$ cat config.mk
export PLATFORM = sky130hd
export DESIGN_NAME = pin_irq_filter
export DESIGN_NICKNAME = d
export VERILOG_FILES = /design/src/rtl/pirq_pkg.sv /design/src/rtl/pirq_sync.sv /design/src/rtl/pirq_pin_filter.sv /design/src/rtl/pirq_cfg_regs.sv /design/src/rtl/pin_irq_filter.sv
export SDC_FILE = /design/constraint.sdc
export NUM_CORES = 1
export LEC_CHECK = 0
export BUFFER_PORTS_ARGS = -buffer_cell sky130_fd_sc_hd__buf_4
export CAP_MARGIN = 10
export CORE_MARGIN = 2
export CORE_UTILIZATION = 50
export CTS_CLUSTER_DIAMETER = 80
export CTS_CLUSTER_SIZE = 16
export DETAILED_ROUTE_END_ITERATION = 8
export PLACE_DENSITY = 0.74
export SETUP_SLACK_MARGIN = 0.15
export SLEW_MARGIN = 10
export SYNTH_ARGS = -nofsm -noshare
export SYNTH_HDL_FRONTEND = slang
export SYNTH_SLANG_ARGS = --single-unit
export TNS_END_PERCENT = 5
$ cat constraint.sdc
create_clock -name clk -period 2.56 [get_ports clk]
set_input_delay 0.256 -clock clk [delete_from_list [all_inputs] [get_ports clk]]
set_output_delay 0.256 -clock clk [all_outputs]
set_load 0.02 [all_outputs]
$ cat src/rtl/pirq_pkg.sv
package pirq_pkg;
    // Filter phase: still looking for a passive run, or armed for an active one
    typedef enum logic {
        PH_SEEK  = 1'b0,
        PH_ARMED = 1'b1
    } phase_e;
endpackage

$ cat src/rtl/pirq_sync.sv
module pirq_sync #(
    parameter int WIDTH  = 8,
    parameter int STAGES = 2
) (
    input  logic             clk,
    input  logic             rst_n,
    input  logic [WIDTH-1:0] async_i,
    output logic [WIDTH-1:0] sync_o
);
    typedef struct packed {
        logic [STAGES-1:0][WIDTH-1:0] stage;
    } sync_t;

    sync_t st_d, st_q;

    always_comb begin
        st_d = st_q;
        st_d.stage[0] = async_i;
        for (int s = 1; s < STAGES; s++) begin
            st_d.stage[s] = st_q.stage[s-1];
        end
    end

    always_ff @(posedge clk) begin
        if (!rst_n) st_q <= '0;
        else        st_q <= st_d;
    end

    assign sync_o = st_q.stage[STAGES-1];
endmodule

$ cat src/rtl/pirq_pin_filter.sv
module pirq_pin_filter
    import pirq_pkg::*;
#(
    parameter int RUN_LEN = 4,
    localparam int CW     = $clog2(RUN_LEN + 2)
) (
    input  logic          clk,
    input  logic          rst_n,
    input  logic          sample_i,
    input  logic          active_lvl_i,
    input  logic          restart_i,
    output logic          fire_o,
    output logic [CW-1:0] cnt_o
);
    localparam logic [CW-1:0] RUN_CNT = CW'(RUN_LEN);
    localparam logic [CW-1:0] CNT_SAT = CW'(RUN_LEN + 1);

    typedef struct packed {
        logic [CW-1:0] cnt;
        logic          last;
        phase_e        phase;
    } filt_t;

    filt_t st_d, st_q;
    logic  fire_d;
    logic  same_lvl;

    always_comb begin
        st_d     = st_q;
        fire_d   = 1'b0;
        same_lvl = (st_q.cnt != '0) && (sample_i == st_q.last);
        if (restart_i) begin
            st_d.cnt   = '0;
            st_d.last  = sample_i;
            st_d.phase = PH_SEEK;
        end else begin
            st_d.last = sample_i;
            if (same_lvl) begin
                st_d.cnt = (st_q.cnt == CNT_SAT) ? CNT_SAT : st_q.cnt + 1'b1;
            end else begin
                st_d.cnt = CW'(1);
            end
            if (sample_i != active_lvl_i) begin
                if (st_d.cnt == RUN_CNT) st_d.phase = PH_ARMED;
            end else if (st_q.phase == PH_ARMED && st_d.cnt == RUN_CNT) begin
                fire_d     = 1'b1;
                st_d.phase = PH_SEEK;
            end
        end
    end

    always_ff @(posedge clk) begin
        if (!rst_n) begin
            st_q.cnt   <= '0;
            st_q.last  <= 1'b0;
            st_q.phase <= PH_SEEK;
        end else begin
            st_q <= st_d;
        end
    end

    assign fire_o = fire_d;
    assign cnt_o  = st_q.cnt;
endmodule

$ cat src/rtl/pirq_cfg_regs.sv
module pirq_cfg_regs #(
    parameter int NUM_PINS = 8
) (
    input  logic                clk,
    input  logic                rst_n,
    input  logic                pol_we,
    input  logic [NUM_PINS-1:0] pol_wdata,
    input  logic                en_we,
    input  logic [NUM_PINS-1:0] en_wdata,
    input  logic [NUM_PINS-1:0] flag_clr,
    input  logic [NUM_PINS-1:0] fire_i,
    output logic [NUM_PINS-1:0] pol_o,
    output logic [NUM_PINS-1:0] en_o,
    output logic [NUM_PINS-1:0] flag_o,
    output logic [NUM_PINS-1:0] restart_o
);
    typedef struct packed {
        logic [NUM_PINS-1:0] pol;
        logic [NUM_PINS-1:0] en;
        logic [NUM_PINS-1:0] flag;
    } cfg_t;

    cfg_t st_d, st_q;

    always_comb begin
        st_d = st_q;
        if (pol_we) st_d.pol = pol_wdata;
        if (en_we)  st_d.en  = en_wdata;
        // a new edge wins over a clear in the same cycle
        st_d.flag = (st_q.flag & ~flag_clr) | fire_i;
    end

    always_ff @(posedge clk) begin
        if (!rst_n) st_q <= '0;
        else        st_q <= st_d;
    end

    assign restart_o = {NUM_PINS{pol_we}} & (pol_wdata ^ st_q.pol);
    assign pol_o     = st_q.pol;
    assign en_o      = st_q.en;
    assign flag_o    = st_q.flag;
endmodule

$ cat src/rtl/pin_irq_filter.sv
module pin_irq_filter #(
    parameter int NUM_PINS    = 8,
    parameter int RUN_LEN     = 4,
    parameter int SYNC_STAGES = 2
) (
    input  logic                clk,
    input  logic                rst_n,
    input  logic                stop_mode,
    input  logic [NUM_PINS-1:0] pin_in,
    input  logic                pol_we,
    input  logic [NUM_PINS-1:0] pol_wdata,
    input  logic                en_we,
    input  logic [NUM_PINS-1:0] en_wdata,
    input  logic [NUM_PINS-1:0] flag_clr,
    output logic [NUM_PINS-1:0] pol_o,
    output logic [NUM_PINS-1:0] en_o,
    output logic [NUM_PINS-1:0] flag_o,
    output logic                irq,
    output logic [NUM_PINS-1:0] pin_osc_req,
    output logic                lp_osc_run
);
    localparam int CW = $clog2(RUN_LEN + 2);
    localparam logic [CW-1:0] REQ_LIMIT = CW'(RUN_LEN);

    logic [NUM_PINS-1:0] sampled;
    logic [NUM_PINS-1:0] fire;
    logic [NUM_PINS-1:0] restart;
    logic [NUM_PINS-1:0] counting;

    pirq_sync #(
        .WIDTH  (NUM_PINS),
        .STAGES (SYNC_STAGES)
    ) u_sync (
        .clk     (clk),
        .rst_n   (rst_n),
        .async_i (pin_in),
        .sync_o  (sampled)
    );

    pirq_cfg_regs #(
        .NUM_PINS (NUM_PINS)
    ) u_cfg (
        .clk       (clk),
        .rst_n     (rst_n),
        .pol_we    (pol_we),
        .pol_wdata (pol_wdata),
        .en_we     (en_we),
        .en_wdata  (en_wdata),
        .flag_clr  (flag_clr),
        .fire_i    (fire),
        .pol_o     (pol_o),
        .en_o      (en_o),
        .flag_o    (flag_o),
        .restart_o (restart)
    );

    for (genvar i = 0; i < NUM_PINS; i++) begin : g_pin
        logic [CW-1:0] run_cnt;

        pirq_pin_filter #(
            .RUN_LEN (RUN_LEN)
        ) u_filt (
            .clk          (clk),
            .rst_n        (rst_n),
            .sample_i     (sampled[i]),
            .active_lvl_i (pol_o[i]),
            .restart_i    (restart[i]),
            .fire_o       (fire[i]),
            .cnt_o        (run_cnt)
        );

        assign counting[i] = (run_cnt <= REQ_LIMIT);
    end

    assign irq         = |(flag_o & en_o);
    assign pin_osc_req = {NUM_PINS{stop_mode}} & counting & en_o & ~flag_o;
    assign lp_osc_run  = stop_mode & |(counting & en_o & ~flag_o);
endmodule

**Word level (Yosys, flattened, before mapping)**

Index checks and enable logic that the tools add are counted.
Widths: inputs -> output; s select.

- Flip-flop bits (word level): 80
- Word-level logic and storage cells: 221
- Bits of input ports: 37
- Output and inout port bits: 34

- Reductions and logical operators: 50
- Bitwise logic cells: 14
- Magnitude comparators: 8
- $add $sub $neg: 8
- Multiplexer cells: 72
- Equal/unequal tests: 40

Operators with widths:

| cell | number |
|---|---|
| $mux 3 | 24 |
| $and 8x8->8 | 8 |
| $eq 3x3->1 const B | 16 |
| $mux 1 | 48 |
| $add 3x1->3 const B | 8 |
| $le 3x3->1 const B | 8 |
| $reduce_bool 3->1 | 8 |
| $logic_and 1x1->1 | 16 |
| $ne 2x2->1 const B | 8 |
| $not 8->8 | 2 |
| $reduce_and 2->1 | 8 |
| $reduce_bool 2->1 | 8 |
| $reduce_or 2->1 | 8 |
| $reduce_or 8->1 | 2 |
| $eq 1x1->1 | 8 |
| $ne 1x1->1 | 8 |
| $or 8x8->8 | 1 |
| $xor 8x8->8 | 1 |
| $and 1x1->1 | 1 |
| $not 1->1 | 1 |

**Logic depth before layout (Yosys ltp)**

Gate-level depths: netlist of the first run.

- Word-level depth: 10
- Depth in mapped cells: 4
- Mapped depth without buffers: 4

**Cells and area by module**

Synthesis of the first run repeated with hierarchy kept, for this count alone.

- Cell total of the unflattened synthesis: 377
- Area, all modules: 3846.2 um2

By module, submodules not included:

| module | cells each | instances | area an instance (um2) | sequential area each (um2) |
|---|---|---|---|---|
| pirq_pin_filter | 27 | 8 | 267.8 | 100.1 |
| pirq_cfg_regs | 93 | 1 | 1023.5 | 480.5 |
| pirq_sync | 33 | 1 | 446.7 | 320.3 |
| pin_irq_filter | 35 | 1 | 234.0 | 0.0 |

**Worst setup path before layout of the first run**

Ideal clock, no wire load.

- Path kind: register to output
- From: register u_cfg.st_q (netlist bit u_cfg.flag_o[2])
- To: output port lp_osc_run
- Setup slack: 1143 ps
- Required time: 2304 ps
- Arrival time: 1161 ps
- Buffers on the path: 0
- Cell stages (with the launch flop): 3
- Cell sequence: dfxtp_1 and3b_1 o41a_1

- Cells in the longest elaborated chain, start to end: 4

RTL lines:

| element | RTL line | text |
|---|---|---|
| start: declaration | pirq_cfg_regs.sv:23 | `cfg_t st_d, st_q;` |
| start signal: assignment | pirq_cfg_regs.sv:35 | `else st_q <= st_d;` |
| $not 8->8 | pin_irq_filter.sv:77 | `assign lp_osc_run = stop_mode & \|(counting & en_o & ~flag_o);` |
| $and 8x8->8 | pin_irq_filter.sv:77 |  |
| $reduce_or 8->1 | pin_irq_filter.sv:77 |  |
| $and 1x1->1 | pin_irq_filter.sv:77 |  |
| end: declaration | pin_irq_filter.sv:20 | `output logic lp_osc_run` |

No other way between the ends.

**Worst setup path after layout of the first run**

- From: register g_pin[2].u_filt.st_q (netlist bit g_pin[2].u_filt.cnt_o[0])
- To: output port lp_osc_run

- Cells in the longest elaborated chain, start to end: 5

RTL lines:

| element | RTL line | text |
|---|---|---|
| start: declaration | pirq_pin_filter.sv:24 | `filt_t st_d, st_q;` |
| start signal: assignment | pirq_pin_filter.sv:58 | `st_q <= st_d;` |
| $le 3x3->1 | pin_irq_filter.sv:72 | `assign counting[i] = (run_cnt <= REQ_LIMIT);` |
| $and 8x8->8 (2 in a row) | pin_irq_filter.sv:77 |  |
| $reduce_or 8->1 | pin_irq_filter.sv:77 |  |
| $and 1x1->1 | pin_irq_filter.sv:77 |  |

No other way between the ends.

==> results.json, run 1 <==
{
  "status": "complete, no violations",
  "hold_viol_final": 0,
  "grt_pass1_vias": 2608,
  "worstPathArrival_ps": 1630,
  "worstHoldPathType": "in -> reg",
  "end_kind": "primary output",
  "num_vias": 2899,
  "drtAntennaViolNets": 0,
  "wl_um": 7331,
  "gp_congestion": 0.7509,
  "fp.dieH_um": 87.74,
  "cts_tree": "done",
  "antenna_found_initial": 0,
  "core_area_um2": 6794,
  "ys_ff_latch": 80,
  "finalNetCount": 498,
  "tns_ps": 0,
  "slowest_delay_ps": 440,
  "place_area_um2": 4054,
  "seq_area_frac_synth_pct": 45.68,
  "leakage_nw": 1.746,
  "grt_start_max_net_pins": 61,
  "cts_resized": 0,
  "required_ps": 2300,
  "syn_area_per_cell_um2": 8.831,
  "worst_slew_pin_slew_ps": 496.7,
  "ios": 71,
  "h-tree-depth": 3,
  "dieArea_um2": 7697,
  "vdd_drop_max_mv": 0.3317,
  "design_area_um2": 4259,
  "grt-ovfl-total": 0,
  "synth.distinct_cells": 36,
  "clk_latency_ps": 340,
  "cts.sinks": 80,
  "report.final.slew_viol_count": 0,
  "power_mw": 2.623,
  "grt_pass1_wl_um": 11850,
  "synth_area_leaders": "dfxtp_1 46%, mux2i_1 4.9%, and2_1 4.6%",
  "post_cts_buffers": 0,
  "yosysTopAreaCellShare_pct": 45.68,
  "path_clk_slew_ps": 80,
  "crit_chain": "o21ai_0 > and3b_1 > o41a_1 > buf_4",
  "rsz0062_at_grt": "no",
  "max_freq_mhz": 529.3,
  "num_antenna_cells": 0,
  "path_max_fanout": 5,
  "critical_path_class": "reg -> out",
  "root_buffer": "clkbuf_8",
  "fin_crit_sh_pct": 73.80,
  "grt_usage_pct": 19.56,
  "power_density_nw_per_um2": 615.9,
  "cts_buffer_depth": 2,
  "drive_gt1_share_pct": 20.43,
  "yosys.area.top_type": "dfxtp_1",
  "port_buffers": 70,
  "area_growth_pct": 21.48,
  "syn_nets": 434,
  "utilization_pct": 62.69,
  "drt-vias-per-instance": 5.168,
  "syn-cell-area_um2": 3506,
  "initial_utilization_pct": 51.60,
  "drt_iter0_drc": 79,
  "num_rows": 30,
  "setup_viol": 0,
  "ys_warn_count": 0,
  "hold_buffers": 0,
  "post-route-drc-count": 0,
  "drtPass1Iterations": 4,
  "syn_inst": 397,
  "fin_crit_ps": 1889,
  "wire_per_inst_um": 13.07,
  "die_w_um": 87.74,
  "cts-buffers-inserted": 9,
  "cp-start-kind": "flip-flop",
  "slew-limit-headroom_pct": 66.89,
  "dp_hpwl_um": 5143,
  "cp_slowest_cell": "o41a_1",
  "drv_cap": 0,
  "skew_ps": 8.858
}
[Yosys cell counts]
library cell and instances:
nand2b_1 10, or2_2 4, and3b_1 2, a21boi_0 4
nand4_1 2, buf_1 1, o41a_1 1, and2_1 26
nand2_1 42, dfxtp_1 80, xor2_2 1, and3_1 1
buf_2 3, nor3_1 20, xnor2_1 7, a211oi_1 5
a32oi_1 1, nand3b_1 16, and2_2 1, clkbuf_1 5
inv_1 13, nor3_2 3, a21oi_1 27, nor2_1 15
o22ai_1 2, nor2b_1 17, a31o_2 1, o21ai_0 16
buf_4 8, a22oi_1 4, o211ai_1 1, mux2i_1 17
a31oi_1 9, o2bb2ai_1 4, nand3_1 14, xor2_1 14
[power breakdown]
| part | internal, mW | leakage, nW | switching [mW] |
|---|---|---|---|
| sequential | 1.30 | 0.655 | 0.0622 |
| clock | 0.522 | 0.108 | 0.431 |
| combinational | 0.149 | 0.982 | 0.158 |
[path summary, 6_finish.rpt]
| kind | to | slack (ps) | depth (start not counted) | start |
|---|---|---|---|---|
| max reg2reg | g_pin[6].u_filt.st_q[0] | 1360 | 4 | u_sync.sync_o[6] |
| min | u_cfg.flag_o[7] | 80 | 2 | flag_clr[7] |
| min reg2reg | u_sync.sync_o[0] | 440 | 1 | u_sync.st_d[8] |
| max | lp_osc_run | 670 | 4 | g_pin[2].u_filt.cnt_o[0] |
[per-layer routing]
metal / routed length, µm / up-vias / share of wire, % / track usage, %
met2: 3355 / 65 / 46 / 30.23
met3: 299 / 7 / 4.1 / 3.676
met4: 85 / 0 / 1.2 / 8.252
li1: - / 1486 / - / -
met5: 0 / - / 0 / 0
met1: 3591 / 1341 / 49 / 26.85
[placed cells by master, fill, tap and decap left out, types with 2 or more instances in the layout]
cell | netlist | layout
a211oi_1 | 5 | 5
a21boi_0 | 4 | 4
a21oi_1 | 27 | 27
a22oi_1 | 4 | 4
a31oi_1 | 9 | 9
and2_1 | 26 | 26
and3b_1 | 2 | 2
buf_4 | 8 | 70
clkbuf_8 | 0 | 12
clkinv_2 | 0 | 2
dfxtp_1 | 80 | 80
inv_1 | 13 | 13
mux2i_1 | 17 | 17
nand2_1 | 42 | 42
nand2b_1 | 10 | 10
nand3_1 | 14 | 14
nand3b_1 | 16 | 16
nand4_1 | 2 | 2
nor2_1 | 15 | 15
nor2b_1 | 17 | 17
nor3_1 | 20 | 20
nor3_2 | 3 | 3
o21ai_0 | 16 | 16
o22ai_1 | 2 | 2
o2bb2ai_1 | 4 | 4
or2_2 | 4 | 4
xnor2_1 | 7 | 7
xor2_1 | 14 | 14
[worst max-delay path: cells and delay by family (launching register included)]
kind | cells | cell delay (ps)
DFF | 1 | 390
buffers and inverters | 1 | 170
and+or+nand+nor | 1 | 190
AOI/OAI and AO/OA | 2 | 550
[cell families after synthesis]
| kind of cell | count (synthesis) | share of synthesized area, % |
|---|---|---|
| AND/OR/NAND/NOR | 173 | 26.66 |
| flip-flops | 80 | 45.68 |
| AO/OA/AOI/OAI | 75 | 12.92 |
| multiplexers | 17 | 4.854 |
| XOR/XNOR | 22 | 5.710 |
| buffers and inverters | 30 | 4.176 |
[state kept, by name, indices dropped and copies added, names as in the netlist]
name,count
g_pin.u_filt.cnt_o,24
g_pin.u_filt.st_q,16
u_cfg.en_o,8
u_cfg.flag_o,8
u_cfg.pol_o,8
u_sync.st_d,8
u_sync.sync_o,8
[final cells by class]
type	count	area [µm²]
clock inverter	3	40.04
timing repair buffer	70	525.5
clock buffer	12	165.2
multi-input combinational	287	1758
sequential	80	1602
inverter	13	48.80
fill	578	2535
tap	96	120.1
[per-stage QoR]
step	worst slack, ps	instances	hold WS [ps]
6_report	670.7	561	81.93
5_1_grt	553.1	561	66.92
4_1_cts	675.3	561	69.13
3_5_place_dp	1052	546	418.3
3_3_place_gp	1061	546	415.0
2_1_floorplan	1143	397	350.3
Note: power is estimated with default switching activity, not from simulation.
==> inputs of run 2 (changes only) <==
--- a/config.mk
+++ b/config.mk
@@ -8,11 +8,11 @@
 export BUFFER_PORTS_ARGS = -buffer_cell sky130_fd_sc_hd__buf_4
 export CAP_MARGIN = 10
 export CORE_MARGIN = 2
-export CORE_UTILIZATION = 50
+export CORE_UTILIZATION = 49
 export CTS_CLUSTER_DIAMETER = 80
 export CTS_CLUSTER_SIZE = 16
 export DETAILED_ROUTE_END_ITERATION = 8
-export PLACE_DENSITY = 0.74
+export PLACE_DENSITY = 0.75
 export SETUP_SLACK_MARGIN = 0.15
 export SLEW_MARGIN = 10
 export SYNTH_ARGS = -nofsm -noshare
==> constraint.sdc (replaced) <==
create_clock -name clk -period 1.65 [get_ports clk]
set_input_delay 0.165 -clock clk [delete_from_list [all_inputs] [get_ports clk]]
set_output_delay 0.165 -clock clk [all_outputs]
set_load 0.02 [all_outputs]
==> results.json, run 2 (synthesis results as in run 1) <==
{
  "power_mw": 4.054,
  "dp_hpwl_um": 5558,
  "clk_latency_ps": 360,
  "grt_usage_pct": 21.60,
  "num_vias": 3019,
  "drtAntennaViolNets": 0,
  "pre_cts_slack_ps": 194.3,
  "cts-buffers-inserted": 9,
  "port_buffers": 70,
  "path_clk_slew_ps": 70,
  "whs_ps": 12.91,
  "wl_um": 8055,
  "root_buffer": "clkbuf_8",
  "end_kind": "primary output",
  "drive_gt1_share_pct": 29.71,
  "num_rows": 30,
  "drv_cap": 0,
  "drt-vias-per-instance": 5.260,
  "cts_tree": "done",
  "slew-limit-headroom_pct": 74.86,
  "drtPass1Iterations": 4,
  "dieArea_um2": 7847,
  "drt_iter0_drc": 79,
  "report.final.slew_viol_count": 0,
  "path_max_fanout": 4,
  "n_fill_cell": 595,
  "layout_commonest_cell": "buf_4",
  "final_cell_mix": "77 x buf_4, 52 x dfxtp_1, 42 x nand2_1, 27 x a21oi_1, 24 x and2_1",
  "place_area_um2": 4076,
  "critical_path_class": "reg -> out",
  "grt_pass1_vias": 2764,
  "worst_slew_pin_slew_ps": 377.2,
  "cts.sinks": 80,
  "violations": "negative setup slack",
  "vdd_drop_max_mv": 0.5683,
  "max_freq_mhz": 562.2,
  "cp-start-kind": "flip-flop",
  "fp.dieH_um": 88.59,
  "post-route-drc-count": 0,
  "power_density_nw_per_um2": 912.0,
  "required_ps": 1480,
  "antenna_found_initial": 0,
  "area_growth_pct": 26.80,
  "grt_start_max_net_pins": 44,
  "finalNetCount": 511,
  "gp_congestion": 0.7784,
  "skew_ps": 8.432,
  "largest_reg_flops": 24,
  "hold_viol_final": 0,
  "tns_ps": -128.6,
  "leakage_nw": 1.815,
  "initial_utilization_pct": 51.04,
  "die_w_um": 88.59,
  "rsz0062_at_grt": "yes",
  "worstHoldPathType": "in -> reg",
  "status": "finished, violations left",
  "wire_per_inst_um": 14.03,
  "fin_crit_sh_pct": 107.8,
  "grt_pass1_wl_um": 12760,
  "ios": 71,
  "worstPathArrival_ps": 1610,
  "cts_buffer_depth": 2,
  "layout_setup_ws_ps": -128.6,
  "grt-ovfl-total": 0,
  "num_antenna_cells": 0,
  "design_area_um2": 4446,
  "h-tree-depth": 3,
  "fin_crit_ps": 1779,
  "setup_viol": 1,
  "core_area_um2": 6869
}
-- run 2: cell types whose count changed in the layout (fill, tap and decap cells not counted), moves of 5 or more --
cell / delta
o21ai_0: -8
buf_4: +7
dfxtp_2: +23
dfxtp_1: -28
dfxtp_4: +5
-- run 2: metrics by stage --
stage / cells / util [%]
2_1_floorplan: 397 / -
3_3_place_gp: 549 / 59.34
3_5_place_dp: 549 / 59.34
4_1_cts: 572 / 63.46
5_1_grt: 574 / 64.72
6_report: 574 / 64.72
-- run 2: area by class of cell --
| cell class | instances | area (µm²) | share of cell area, % |
|---|---|---|---|
| Multi-Input combinational cell | 287 | 1797 | 40.42 |
| Sequential cell | 80 | 1649 | 37.10 |
| Timing Repair Buffer | 83 | 643.1 | 14.47 |
| Clock buffer | 12 | 145.1 | 3.265 |
| Tap cell | 96 | 120.1 | 2.702 |
| Inverter | 13 | 48.80 | 1.098 |
| Clock inverter | 3 | 42.54 | 0.9569 |
-- run 2: worst paths after layout --
check	endpoint	depth (start not counted)	slack [ps]	start
worst max-delay path	lp_osc_run	3	-130	u_cfg.flag_o[2]
worst min-delay path	u_sync.st_d[15]	2	10	pin_in[7]
worst max register to register	g_pin[7].u_filt.st_q[0]	5	410	g_pin[7].u_filt.cnt_o[2]
worst min register to register	u_sync.sync_o[6]	1	440	u_sync.st_d[14]
-- run 2: layer usage --
metal  share of wire [%]  up-vias  wire, µm  global-route usage, %
met5                   0        -         0                      0
met4                 3.3        0       262                  12.26
met3                 5.0       21       403                  5.970
met2                  47       88      3772                  33.29
met1                  45     1394      3617                  27.29
li1                    -     1516         -                      -
-- run 2: repair_timing --
item | 4_1_cts | 5_1_grt
hold endpoints to repair | 2 | 0
pin swaps | 1 | 7
setup buffers | 6 | 2
setup endpoints to repair | 4 | 9
resized for setup | 25 | 31
hold buffers | 2 | 0
-- run 2: power by group --
part	internal, mW	switching, mW
Clock	0.731	0.677
Sequential	2.02	0.0994
Combinational	0.259	0.266
Total	3.01	1.04
-- run 2: worst max-delay path, cell delays in order, from the launching register on --
cell and delay [ps]:
dfxtp_1 410, and3b_2 250, o41a_1 460, buf_6 150
==> inputs of run 3 (changes only) <==
--- a/config.mk
+++ b/config.mk
@@ -9,6 +9,7 @@
 export CAP_MARGIN = 10
 export CORE_MARGIN = 2
 export CORE_UTILIZATION = 49
+export CTS_BUF_LIST = sky130_fd_sc_hd__clkbuf_16
 export CTS_CLUSTER_DIAMETER = 80
 export CTS_CLUSTER_SIZE = 16
 export DETAILED_ROUTE_END_ITERATION = 8
==> constraint.sdc (replaced) <==
create_clock -name clk -period 1.58 [get_ports clk]
set_input_delay 0.158 -clock clk [delete_from_list [all_inputs] [get_ports clk]]
set_output_delay 0.158 -clock clk [all_outputs]
set_load 0.02 [all_outputs]
==> results.json, run 3 (synthesis results as in run 1) <==
{
  "status": "finished, violations left",
  "violations": "negative setup slack",
  "cts_buffer_depth": 2,
  "die_w_um": 88.59,
  "clk_latency_ps": 330,
  "h-tree-depth": 3,
  "num_antenna_cells": 0,
  "slew-limit-headroom_pct": 74.74,
  "dieArea_um2": 7847,
  "drive_gt1_share_pct": 29.86,
  "path_max_fanout": 5,
  "drtAntennaViolNets": 0,
  "pre_cts_slack_ps": 160.9,
  "n_fill_cell": 554,
  "finalNetCount": 521,
  "fin_crit_sh_pct": 108.0,
  "grt_pass1_wl_um": 13160,
  "num_rows": 30,
  "multiInputGateArea_um2": 1767,
  "dp.cells": 551,
  "gp_congestion": 0.8086,
  "fin_crit_ps": 1707,
  "worst_slew_pin_slew_ps": 377.7,
  "final_cell_mix": "89 x buf_4, 51 x dfxtp_1, 42 x nand2_1, 27 x a21oi_1, 24 x and2_1",
  "utilization_pct": 66.72,
  "vdd_drop_max_mv": 0.5843,
  "seq_area_um2": 1655,
  "cts-buffers-inserted": 9,
  "max_freq_mhz": 585.9,
  "finalNonFillerCells": 585,
  "layout_setup_ws_ps": -126.9,
  "antenna_found_initial": 0,
  "whs_ps": 21.38,
  "dp_hpwl_um": 5559,
  "grt_usage_pct": 22.05,
  "port_buffers": 70,
  "root_buffer": "clkbuf_16",
  "worstPathArrival_ps": 1550,
  "post-route-drc-count": 0,
  "tns_ps": -126.9,
  "grt-ovfl-total": 0,
  "rsz0062_at_grt": "yes",
  "drv_cap": 0,
  "design_area_um2": 4583,
  "wire_per_inst_um": 14.13,
  "report.final.slew_viol_count": 0,
  "place_area_um2": 4091,
  "largest_reg_flops": 24,
  "power_mw": 4.727,
  "skew_ps": 3.859,
  "cp-start-kind": "flip-flop",
  "area_growth_pct": 30.73,
  "cts_tree": "done",
  "initial_utilization_pct": 51.04,
  "end_kind": "primary output",
  "cts.sinks": 80,
  "drt-vias-per-instance": 5.272,
  "wl_um": 8265,
  "layout_commonest_cell": "buf_4",
  "required_ps": 1420,
  "worstHoldPathType": "in -> reg",
  "setup_viol": 1,
  "grt_pass1_vias": 2911,
  "fp.dieH_um": 88.59,
  "drt_iter0_drc": 171,
  "critical_path_class": "reg -> out",
  "leakage_nw": 1.923,
  "core_area_um2": 6869,
  "drtPass1Iterations": 5,
  "power_density_nw_per_um2": 1031,
  "hold_viol_final": 0,
  "path_clk_slew_ps": 60,
  "ios": 71,
  "grt_start_max_net_pins": 40,
  "num_vias": 3084
}
[run 3: cell types whose count changed in the layout (fill, tap and decap cells not counted), sizes merged]
cell         delta
dlygate4sd3     -1
clkinvlp        -1
clkbuf          -3
inv             +2
buf            +11
clkinv          +3
[run 3: repair_timing]
item / in CTS / in global routing
endpoints found under the hold margin: 1 / 0
pin swaps: 4 / 3
endpoints found under the setup margin: 7 / 6
hold buffers: 1 / 0
setup buffers: 15 / 2
gates resized for setup: 42 / 6
[run 3: critical path, stage by stage, from the launching register on]
cell,delay [ps]
dfxtp_2,360
o21ai_1,60
and3b_1,190
o41a_1,460
buf_6,150
[run 3: worst paths after layout]
kind,from,to,slack (ps),depth (start not counted)
hold reg to reg,u_sync.st_d[15],u_sync.sync_o[7],430,1
hold / removal,flag_clr[7],u_cfg.flag_o[7],20,2
setup reg to reg,u_sync.sync_o[6],u_cfg.flag_o[6],350,4
setup / recovery,g_pin[2].u_filt.cnt_o[2],lp_osc_run,-130,4
[run 3: routing by layer]
metal,vias up,GRT usage [%],wire [µm]
met5,-,0,0
met4,0,12.81,296
met3,25,5.224,483
met2,111,34.86,3941
met1,1407,27.52,3543
li1,1541,-,-
[run 3: final cells by class]
type                       instances  area share [%]
multi-input combinational        287           38.55
tap                               96           2.621
clock inverter                     7           1.201
inverter                          13           1.065
clock buffer                       9           4.914
sequential                        80           36.12
timing repair buffer              93           15.53
[run 3: where the power goes]
part           internal, mW  switching [mW]  total [mW]
registers              2.11          0.0897        2.20
logic                 0.287           0.297       0.583
clock network          1.19           0.749        1.94
total                  3.59            1.14        4.73
